--- src/rtl/txg_pkg.sv ---
// Package txg_pkg
// Shared types for the transmit clock generator: mode and source codes,
// the active configuration record and the one-count period adjustment.
package txg_pkg;

    typedef enum logic [1:0] {
        MODE_PSK      = 2'b00,
        MODE_V23_FWD  = 2'b01,
        MODE_V23_BACK = 2'b10,
        MODE_V21      = 2'b11
    } txg_mode_e;

    typedef enum logic [1:0] {
        SRC_INT = 2'b00,
        SRC_EXT = 2'b01,
        SRC_RX  = 2'b10,
        SRC_ALT = 2'b11
    } txg_src_e;

    typedef struct packed {
        txg_mode_e mode;
        txg_src_e  src;
    } txg_cfg_t;

    typedef enum logic [1:0] {
        ADJ_NONE  = 2'b00,
        ADJ_LONG  = 2'b01,
        ADJ_SHORT = 2'b10
    } txg_adj_e;

endpackage

--- src/rtl/txg_ref_edge.sv ---
// Module txg_ref_edge
// Brings one asynchronous reference clock into the system clock domain
// through a chain of STAGES flops and flags its rising edge for one cycle.
// Assumes the reference stays high and low for several system clocks.
module txg_ref_edge #(
    parameter int STAGES = 2
) (
    input  logic clk,
    input  logic rst_n,
    input  logic ref_in,
    output logic rise_o
);

    logic [STAGES:0] pipe_q;

    // Shift the reference through the synchroniser plus one history flop.
    always_ff @(posedge clk) begin
        if (!rst_n) begin
            pipe_q <= '0;
        end else begin
            pipe_q <= {pipe_q[STAGES-1:0], ref_in};
        end
    end

    assign rise_o = pipe_q[STAGES-1] & ~pipe_q[STAGES];

    // A synchronised edge can never be flagged on two cycles in a row.
    assert_edge_single_R5: assert property (@(posedge clk) disable iff (!rst_n)
        rise_o |=> !rise_o);

endmodule

--- src/rtl/txg_phase_det.sv ---
// Module txg_phase_det
// Compares each reference rising edge with the divider count and asks the
// divider for one count more or less in the period in progress.
// Assumes the divider consumes a request at its next rollover.
module txg_phase_det
    import txg_pkg::*;
#(
    parameter int CW = 14
) (
    input  logic          clk,
    input  logic          rst_n,
    input  logic          lock_en,
    input  logic          ref_rise,
    input  logic [CW-1:0] cnt,
    input  logic [CW-1:0] half,
    input  logic          roll,
    output txg_adj_e      adj_o
);

    txg_adj_e decide;
    txg_adj_e adj_q;
    logic     hit;

    assign hit = lock_en && ref_rise;

    // Classify the counter position seen at the reference edge.
    always_comb begin
        if (cnt == '0) begin
            decide = ADJ_NONE;
        end else if (cnt < half) begin
            decide = ADJ_LONG;
        end else begin
            decide = ADJ_SHORT;
        end
    end

    // Keep a request until the rollover that applies it.
    always_ff @(posedge clk) begin
        if (!rst_n) begin
            adj_q <= ADJ_NONE;
        end else if (roll) begin
            adj_q <= ADJ_NONE;
        end else if (hit) begin
            adj_q <= decide;
        end
    end

    assign adj_o = hit ? decide : adj_q;

endmodule

--- src/rtl/txg_div.sv ---
// Module txg_div
// Programmable divider that builds the transmit clock. The active mode picks
// the base period; an adjustment request stretches or trims the current
// period by one count. A requested configuration is loaded only at rollover.
// Assumes every divide ratio is at least 4.
module txg_div
    import txg_pkg::*;
#(
    parameter int CW           = 14,
    parameter int DIV_PSK      = 9216,
    parameter int DIV_V23_FWD  = 576,
    parameter int DIV_V23_BACK = 9216,
    parameter int DIV_V21      = 2304,
    parameter int DIV_MAX      = 9216
) (
    input  logic          clk,
    input  logic          rst_n,
    input  txg_cfg_t      cfg_req,
    input  txg_adj_e      adj,
    output logic [CW-1:0] cnt_o,
    output logic [CW-1:0] half_o,
    output logic          roll_o,
    output txg_cfg_t      cfg_o,
    output logic          txclk_o,
    output logic          rise_next_o
);

    logic [CW-1:0] cnt_q;
    logic [CW-1:0] cnt_d;
    logic [CW-1:0] base;
    logic [CW-1:0] term;
    logic [CW-1:0] half;
    logic          roll;
    logic          txclk_q;
    txg_cfg_t      cfg_q;

    // Base period for the mode now active.
    always_comb begin
        case (cfg_q.mode)
            MODE_V23_FWD:  base = CW'(DIV_V23_FWD);
            MODE_V23_BACK: base = CW'(DIV_V23_BACK);
            MODE_V21:      base = CW'(DIV_V21);
            default:       base = CW'(DIV_PSK);
        endcase
    end

    // Terminal count after the one-count adjustment.
    always_comb begin
        case (adj)
            ADJ_LONG:  term = base;
            ADJ_SHORT: term = base - CW'(2);
            default:   term = base - CW'(1);
        endcase
    end

    assign half  = base >> 1;
    assign roll  = (cnt_q >= term);
    assign cnt_d = roll ? '0 : cnt_q + CW'(1);

    // Advance the counter, shape the clock, load new settings at rollover.
    always_ff @(posedge clk) begin
        if (!rst_n) begin
            cnt_q   <= '0;
            txclk_q <= 1'b0;
            cfg_q   <= '{mode: MODE_PSK, src: SRC_INT};
        end else begin
            cnt_q   <= cnt_d;
            txclk_q <= !roll && (cnt_d >= half);
            if (roll) begin
                cfg_q <= cfg_req;
            end
        end
    end

    assign cnt_o       = cnt_q;
    assign half_o      = half;
    assign roll_o      = roll;
    assign cfg_o       = cfg_q;
    assign txclk_o     = txclk_q;
    assign rise_next_o = !roll && (cnt_d == half);

    // The clock is low in the cycle after every rollover.
    assert_roll_low_R7: assert property (@(posedge clk) disable iff (!rst_n)
        roll |=> !txclk_q);

    // Settings change only at rollover.
    assert_cfg_hold_R7: assert property (@(posedge clk) disable iff (!rst_n)
        !roll |=> $stable(cfg_q));

    // An adjusted period never runs past the longest base plus one count.
    assert_cnt_bound_R5: assert property (@(posedge clk) disable iff (!rst_n)
        cnt_q <= CW'(DIV_MAX));

endmodule

--- src/rtl/txg_data_smp.sv ---
// Module txg_data_smp
// Registers the serial transmit bit: on the txclk rise in PSK mode, and on
// every system clock in the FSK modes. Output idles at mark (1) after reset.
module txg_data_smp (
    input  logic clk,
    input  logic rst_n,
    input  logic psk_act,
    input  logic rise_next,
    input  logic txd,
    output logic txd_smp_o
);

    logic txd_q;

    // Take the data bit when the active mode calls for it.
    always_ff @(posedge clk) begin
        if (!rst_n) begin
            txd_q <= 1'b1;
        end else if (!psk_act || rise_next) begin
            txd_q <= txd;
        end
    end

    assign txd_smp_o = txd_q;

    // In PSK mode the bit changes only together with a txclk rise.
    assert_txd_hold_R9: assert property (@(posedge clk) disable iff (!rst_n)
        (psk_act && !rise_next) |=> $stable(txd_q));

endmodule

--- src/rtl/modem_txclk_gen.sv ---
// Module modem_txclk_gen
// Top level of the transmit clock generator. Synchronises both reference
// clocks, selects the one the active source asks for, and feeds its edges
// to the phase detector that steers the divider. Assumes clk is the
// 11.0592 MHz system clock and that references are much slower than clk.
module modem_txclk_gen
    import txg_pkg::*;
#(
    parameter int DIV_PSK      = 9216,
    parameter int DIV_V23_FWD  = 576,
    parameter int DIV_V23_BACK = 9216,
    parameter int DIV_V21      = 2304,
    parameter int SYNC_STAGES  = 2
) (
    input  logic       clk,
    input  logic       rst_n,
    input  logic [1:0] mode_sel,
    input  logic [1:0] src_sel,
    input  logic       ext_clk,
    input  logic       rx_clk,
    input  logic       txd,
    output logic       txclk,
    output logic       txd_smp
);

    localparam int MAX_A   = (DIV_PSK > DIV_V23_FWD) ? DIV_PSK : DIV_V23_FWD;
    localparam int MAX_B   = (DIV_V23_BACK > DIV_V21) ? DIV_V23_BACK : DIV_V21;
    localparam int DIV_MAX = (MAX_A > MAX_B) ? MAX_A : MAX_B;
    localparam int CW      = $clog2(DIV_MAX + 2);
    localparam int N_REF   = 2;

    txg_cfg_t      cfg_req;
    txg_cfg_t      cfg_act;
    txg_adj_e      adj;
    logic [CW-1:0] cnt;
    logic [CW-1:0] half;
    logic          roll;
    logic          rise_next;
    logic          lock_en;
    logic          ref_sel_rise;
    logic [N_REF-1:0] ref_in;
    logic [N_REF-1:0] ref_rise;

    assign cfg_req = '{mode: txg_mode_e'(mode_sel), src: txg_src_e'(src_sel)};
    assign ref_in  = {rx_clk, ext_clk};

    // One synchroniser and edge detector per reference input.
    for (genvar g = 0; g < N_REF; g++) begin : g_ref
        txg_ref_edge #(.STAGES(SYNC_STAGES)) i_edge (
            .clk    (clk),
            .rst_n  (rst_n),
            .ref_in (ref_in[g]),
            .rise_o (ref_rise[g])
        );
    end

    // Lock only in PSK mode with an external or receive source.
    always_comb begin
        lock_en      = 1'b0;
        ref_sel_rise = 1'b0;
        if (cfg_act.mode == MODE_PSK) begin
            case (cfg_act.src)
                SRC_EXT: begin lock_en = 1'b1; ref_sel_rise = ref_rise[0]; end
                SRC_RX:  begin lock_en = 1'b1; ref_sel_rise = ref_rise[1]; end
                default: begin lock_en = 1'b0; ref_sel_rise = 1'b0; end
            endcase
        end
    end

    txg_phase_det #(.CW(CW)) i_pd (
        .clk      (clk),
        .rst_n    (rst_n),
        .lock_en  (lock_en),
        .ref_rise (ref_sel_rise),
        .cnt      (cnt),
        .half     (half),
        .roll     (roll),
        .adj_o    (adj)
    );

    txg_div #(
        .CW           (CW),
        .DIV_PSK      (DIV_PSK),
        .DIV_V23_FWD  (DIV_V23_FWD),
        .DIV_V23_BACK (DIV_V23_BACK),
        .DIV_V21      (DIV_V21),
        .DIV_MAX      (DIV_MAX)
    ) i_div (
        .clk         (clk),
        .rst_n       (rst_n),
        .cfg_req     (cfg_req),
        .adj         (adj),
        .cnt_o       (cnt),
        .half_o      (half),
        .roll_o      (roll),
        .cfg_o       (cfg_act),
        .txclk_o     (txclk),
        .rise_next_o (rise_next)
    );

    txg_data_smp i_smp (
        .clk       (clk),
        .rst_n     (rst_n),
        .psk_act   (cfg_act.mode == MODE_PSK),
        .rise_next (rise_next),
        .txd       (txd),
        .txd_smp_o (txd_smp)
    );

    // FSK modes never receive a period adjustment from the reference path.
    assert_fsk_no_adj_R4: assert property (@(posedge clk) disable iff (!rst_n)
        (cfg_act.mode != MODE_PSK) |-> (adj == ADJ_NONE));

endmodule

--- config.mk ---
export PLATFORM = sky130hd
export DESIGN_NAME = modem_txclk_gen
export DESIGN_NICKNAME = d
export VERILOG_FILES = /design/src/rtl/txg_pkg.sv /design/src/rtl/txg_ref_edge.sv /design/src/rtl/txg_phase_det.sv /design/src/rtl/txg_div.sv /design/src/rtl/txg_data_smp.sv /design/src/rtl/modem_txclk_gen.sv
export SDC_FILE = /design/constraint.sdc
export NUM_CORES = 1
export LEC_CHECK = 0
export BUFFER_PORTS_ARGS = -buffer_cell sky130_fd_sc_hd__buf_2
export CAP_MARGIN = 20
export CELL_PAD_IN_SITES_DETAIL_PLACEMENT = 1
export CELL_PAD_IN_SITES_GLOBAL_PLACEMENT = 2
export CORE_UTILIZATION = 34
export CTS_BUF_LIST = sky130_fd_sc_hd__clkbuf_16
export DETAILED_ROUTE_END_ITERATION = 8
export PLACE_DENSITY = 0.81
export SYNTH_ARGS = -nofsm -noshare
export SYNTH_HDL_FRONTEND = slang
export SYNTH_SLANG_ARGS = --single-unit
export TNS_END_PERCENT = 50
--- constraint.sdc ---
create_clock -name clk -period 5.13 [get_ports clk]
set_input_delay 0.2565 -clock clk [delete_from_list [all_inputs] [get_ports clk]]
set_output_delay 0.2565 -clock clk [all_outputs]
set_load 0.03 [all_outputs]
==> results.ini <==
[status]
status = finished, final reports clean

[sta]
setup-violations-final = 0
rsz0062_at_grt = false
max_clock_freq_ghz = 0.2156
min_period_ns = 4.639
finalHoldViolations = 0
skew_ns = 0.006208
fin_crit_sh_pct = 90.42
report.final.slew_viol_count = 0
tns_ns = 0

[global_route]
grt-ovfl-total = 0
grt_pass1_vias = 1760
grtUsageTotal_pct = 18.18
grt_max_degree = 16
antenna_found_initial = 0
grt_first_pass_wirelength_um = 8783

[die]
start_util_pct = 36.31
fp.dieW_um = 79.62
rows = 27
die_y_um = 79.62
io_pins = 11
die_area_um2 = 6339
core_area_um2 = 5642

[place]
place_congestion = 0.8274
dp_hpwl_um = 4224
dpl_cell_area_um2 = 2233
portBuffers = 10

[routing]
drtIter0Drc = 46
dr.pass1.iters = 4
avgViaCountPerCell = 5.227
vias = 1704
wl_per_cell_um = 16.22
wl_um = 5289
route.detailed.drc = 0
ant_nets = 0

[worst_setup_path]
worst-path-stages = 22
path_buf_inv = 3
worstPathCellList = nand2_1 > buf_4 > ha_1 > a21o_1 > a21oi_1 > o21ai_1 > a2bb2oi_1 > inv_1 > ha_1 > ha_1 > a21oi_1 > a21boi_1 > o311ai_2 > nand3_2 > buf_6 > nor2_1 > ha_1 > nand4_1 > nor2_1 > nand3_1 > o31ai_2 > mux2i_1
cp_top_family = compound AO/OA/AOI/OAI gates
arrival_ns = 4.83
timing_worst_setup_path_type = reg -> reg
path_max_fanout = 11
startpoint_type = flip-flop
slowest_delay_ns = 0.39
endpoint_kind = flip-flop
cp_common_cell = ha_1
reg2reg_depth = 22
required_ns = 5.32
cp_slowest_cell = dfxtp_2

[clock_tree]
htreeDepth = 1
cts_root_buf = clkbuf_16
cts_tree = yes
cts_buffers = 3
cts_buffer_depth = 2
insertion_delay_ns = 0.27
clk_pin_slew_ns = 0.07
clock_sinks = 28

[cells_and_area]
areaGrowthSynthToFinish_pct = 14.54
fillers = 675
final_cell_mix = nor2_1 (32), ha_1 (32), dfxtp_1 (26), nand2_1 (14), inv_1 (12)
fin_area_um2 = 2346
n_antenna_cell = 0
layout.nets = 297
drive_above_1_share_pct = 15.75

[power_and_ir_drop]
peakVddDrop_v = 0.0001192
power.density_nw_per_um2 = 184.1
power_w = 0.0004318
power.leakage_nw = 1.056

[synthesis]
synth_area_leader_cell = dfxtp_1
synth-xor-area-share_pct = 5.559
synth_flop_cell = dfxtp_1
synth-edff-count = 0
synthAdderAreaFrac_pct = 20.16
postSynth.asyncResetShare_pct = 0
synthMuxAreaShare_pct = 2.932
synth_top_area_share_pct = 27.37
syn-mean-instance-area_um2 = 8.642
synth_fp_nets = 279
yosysSeqAreaShare_pct = 27.37
synth_compound_area_share_pct = 12.89
yosys_warnings = 0
synth.cell_area_um2 = 2048
ys_ff_latch = 28
synth_top_family_by_area = simple AND/OR/NAND/NOR gates
synth_cells = 237
synth_simple_gate_area_share_pct = 26.88
synth_cell_type_count = 51
synth_area_leaders = dfxtp_1 (27%), ha_1 (20%), nor2_1 (6.0%)

[hold_path]
holdPathStages = 2
hold_path_class = in -> reg

[flow_run]
cap_violations = 0

==> sequential cells by signal, summed over array words and instances (netlist names) <==
register and cells:
i_smp.txd_smp_o 1, i_pd.adj_q 2, i_div.cnt_o 14, g_ref.i_edge.pipe_q 6, i_div.cfg_o 4, i_div.txclk_o 1
==> synth_stat cells, types with 4 or more instances <==
cell      instances
a21oi_1           8
o21ai_0           6
nand4_1           8
xor2_1            8
inv_1            12
nand2_1          14
nor3_1            4
nand2b_1          4
mux2i_1           6
dfxtp_1          28
nor2_1           33
and2_1            7
ha_1             33
nand3_1           9
xnor2_1           5
clkbuf_1          6
==> cell type report <==
class	instances	area, µm²	share of cell area [%]
multi-input cells	188	1425	60.75
flip-flops and latches	28	563.0	24.00
repair buffers	22	143.9	6.133
well taps	72	90.09	3.840
clock buffers	3	75.07	3.200
inverters	12	45.04	1.920
clock inverters	1	3.754	0.1600
==> final timing paths <==
| path | start | endpoint | slack, ns |
|---|---|---|---|
| max | i_div.cfg_o[3] | i_smp.txd_smp_o | 0.49 |
| min | ext_clk | g_ref[0].i_edge.pipe_q[0] | 0.20 |
| max reg2reg | i_div.cfg_o[3] | i_smp.txd_smp_o | 0.49 |
| min reg2reg | g_ref[0].i_edge.pipe_q[0] | g_ref[0].i_edge.pipe_q[1] | 0.46 |
==> timing repair <==
action,4_1_cts,5_1_grt
buffers inserted,0,1
endpoints found under the setup margin,0,2
hold buffers,0,0
gates resized for setup,0,6
endpoints found under the hold margin,0,0
==> stage by stage <==
| step | hold WS (ns) | instances | setup WS, ns | utilization (%) |
|---|---|---|---|---|
| 4_1_cts | 0.1996 | 325 | 0.07730 | 40.98 |
| 3_5_place_dp | 0.4539 | 321 | 0.1266 | 39.59 |
| 5_1_grt | 0.2023 | 326 | 0.06864 | 41.58 |
| 6_report | 0.1977 | 326 | 0.4915 | 41.58 |
| 2_1_floorplan | 0.3782 | 237 | 0.1704 | - |
| 3_3_place_gp | 0.4295 | 321 | 0.3312 | 39.59 |
==> cell families after synthesis <==
kind of cell	count (synthesis)
compound gates	35
xor+xnor	13
fa+ha+maj	33
buf+inv	21
flops	28
mux	6
other cells	1
simple gates	100
==> power breakdown <==
part | internal [W] | switching [W]
clock network | 0.000105 | 0.0000783
registers | 0.000221 | 0.00000504
logic | 0.00000957 | 0.0000131
total | 0.000335 | 0.0000965
==> per-layer routing <==
layer	routed length [µm]	global-route usage [%]	part of all wire, %
met1	2668	24.40	50
met2	2469	31.54	47
met3	142	3.086	2.7
met4	8	1.091	0.15
met5	0	0	0
Note: power is estimated with default switching activity, not from simulation.
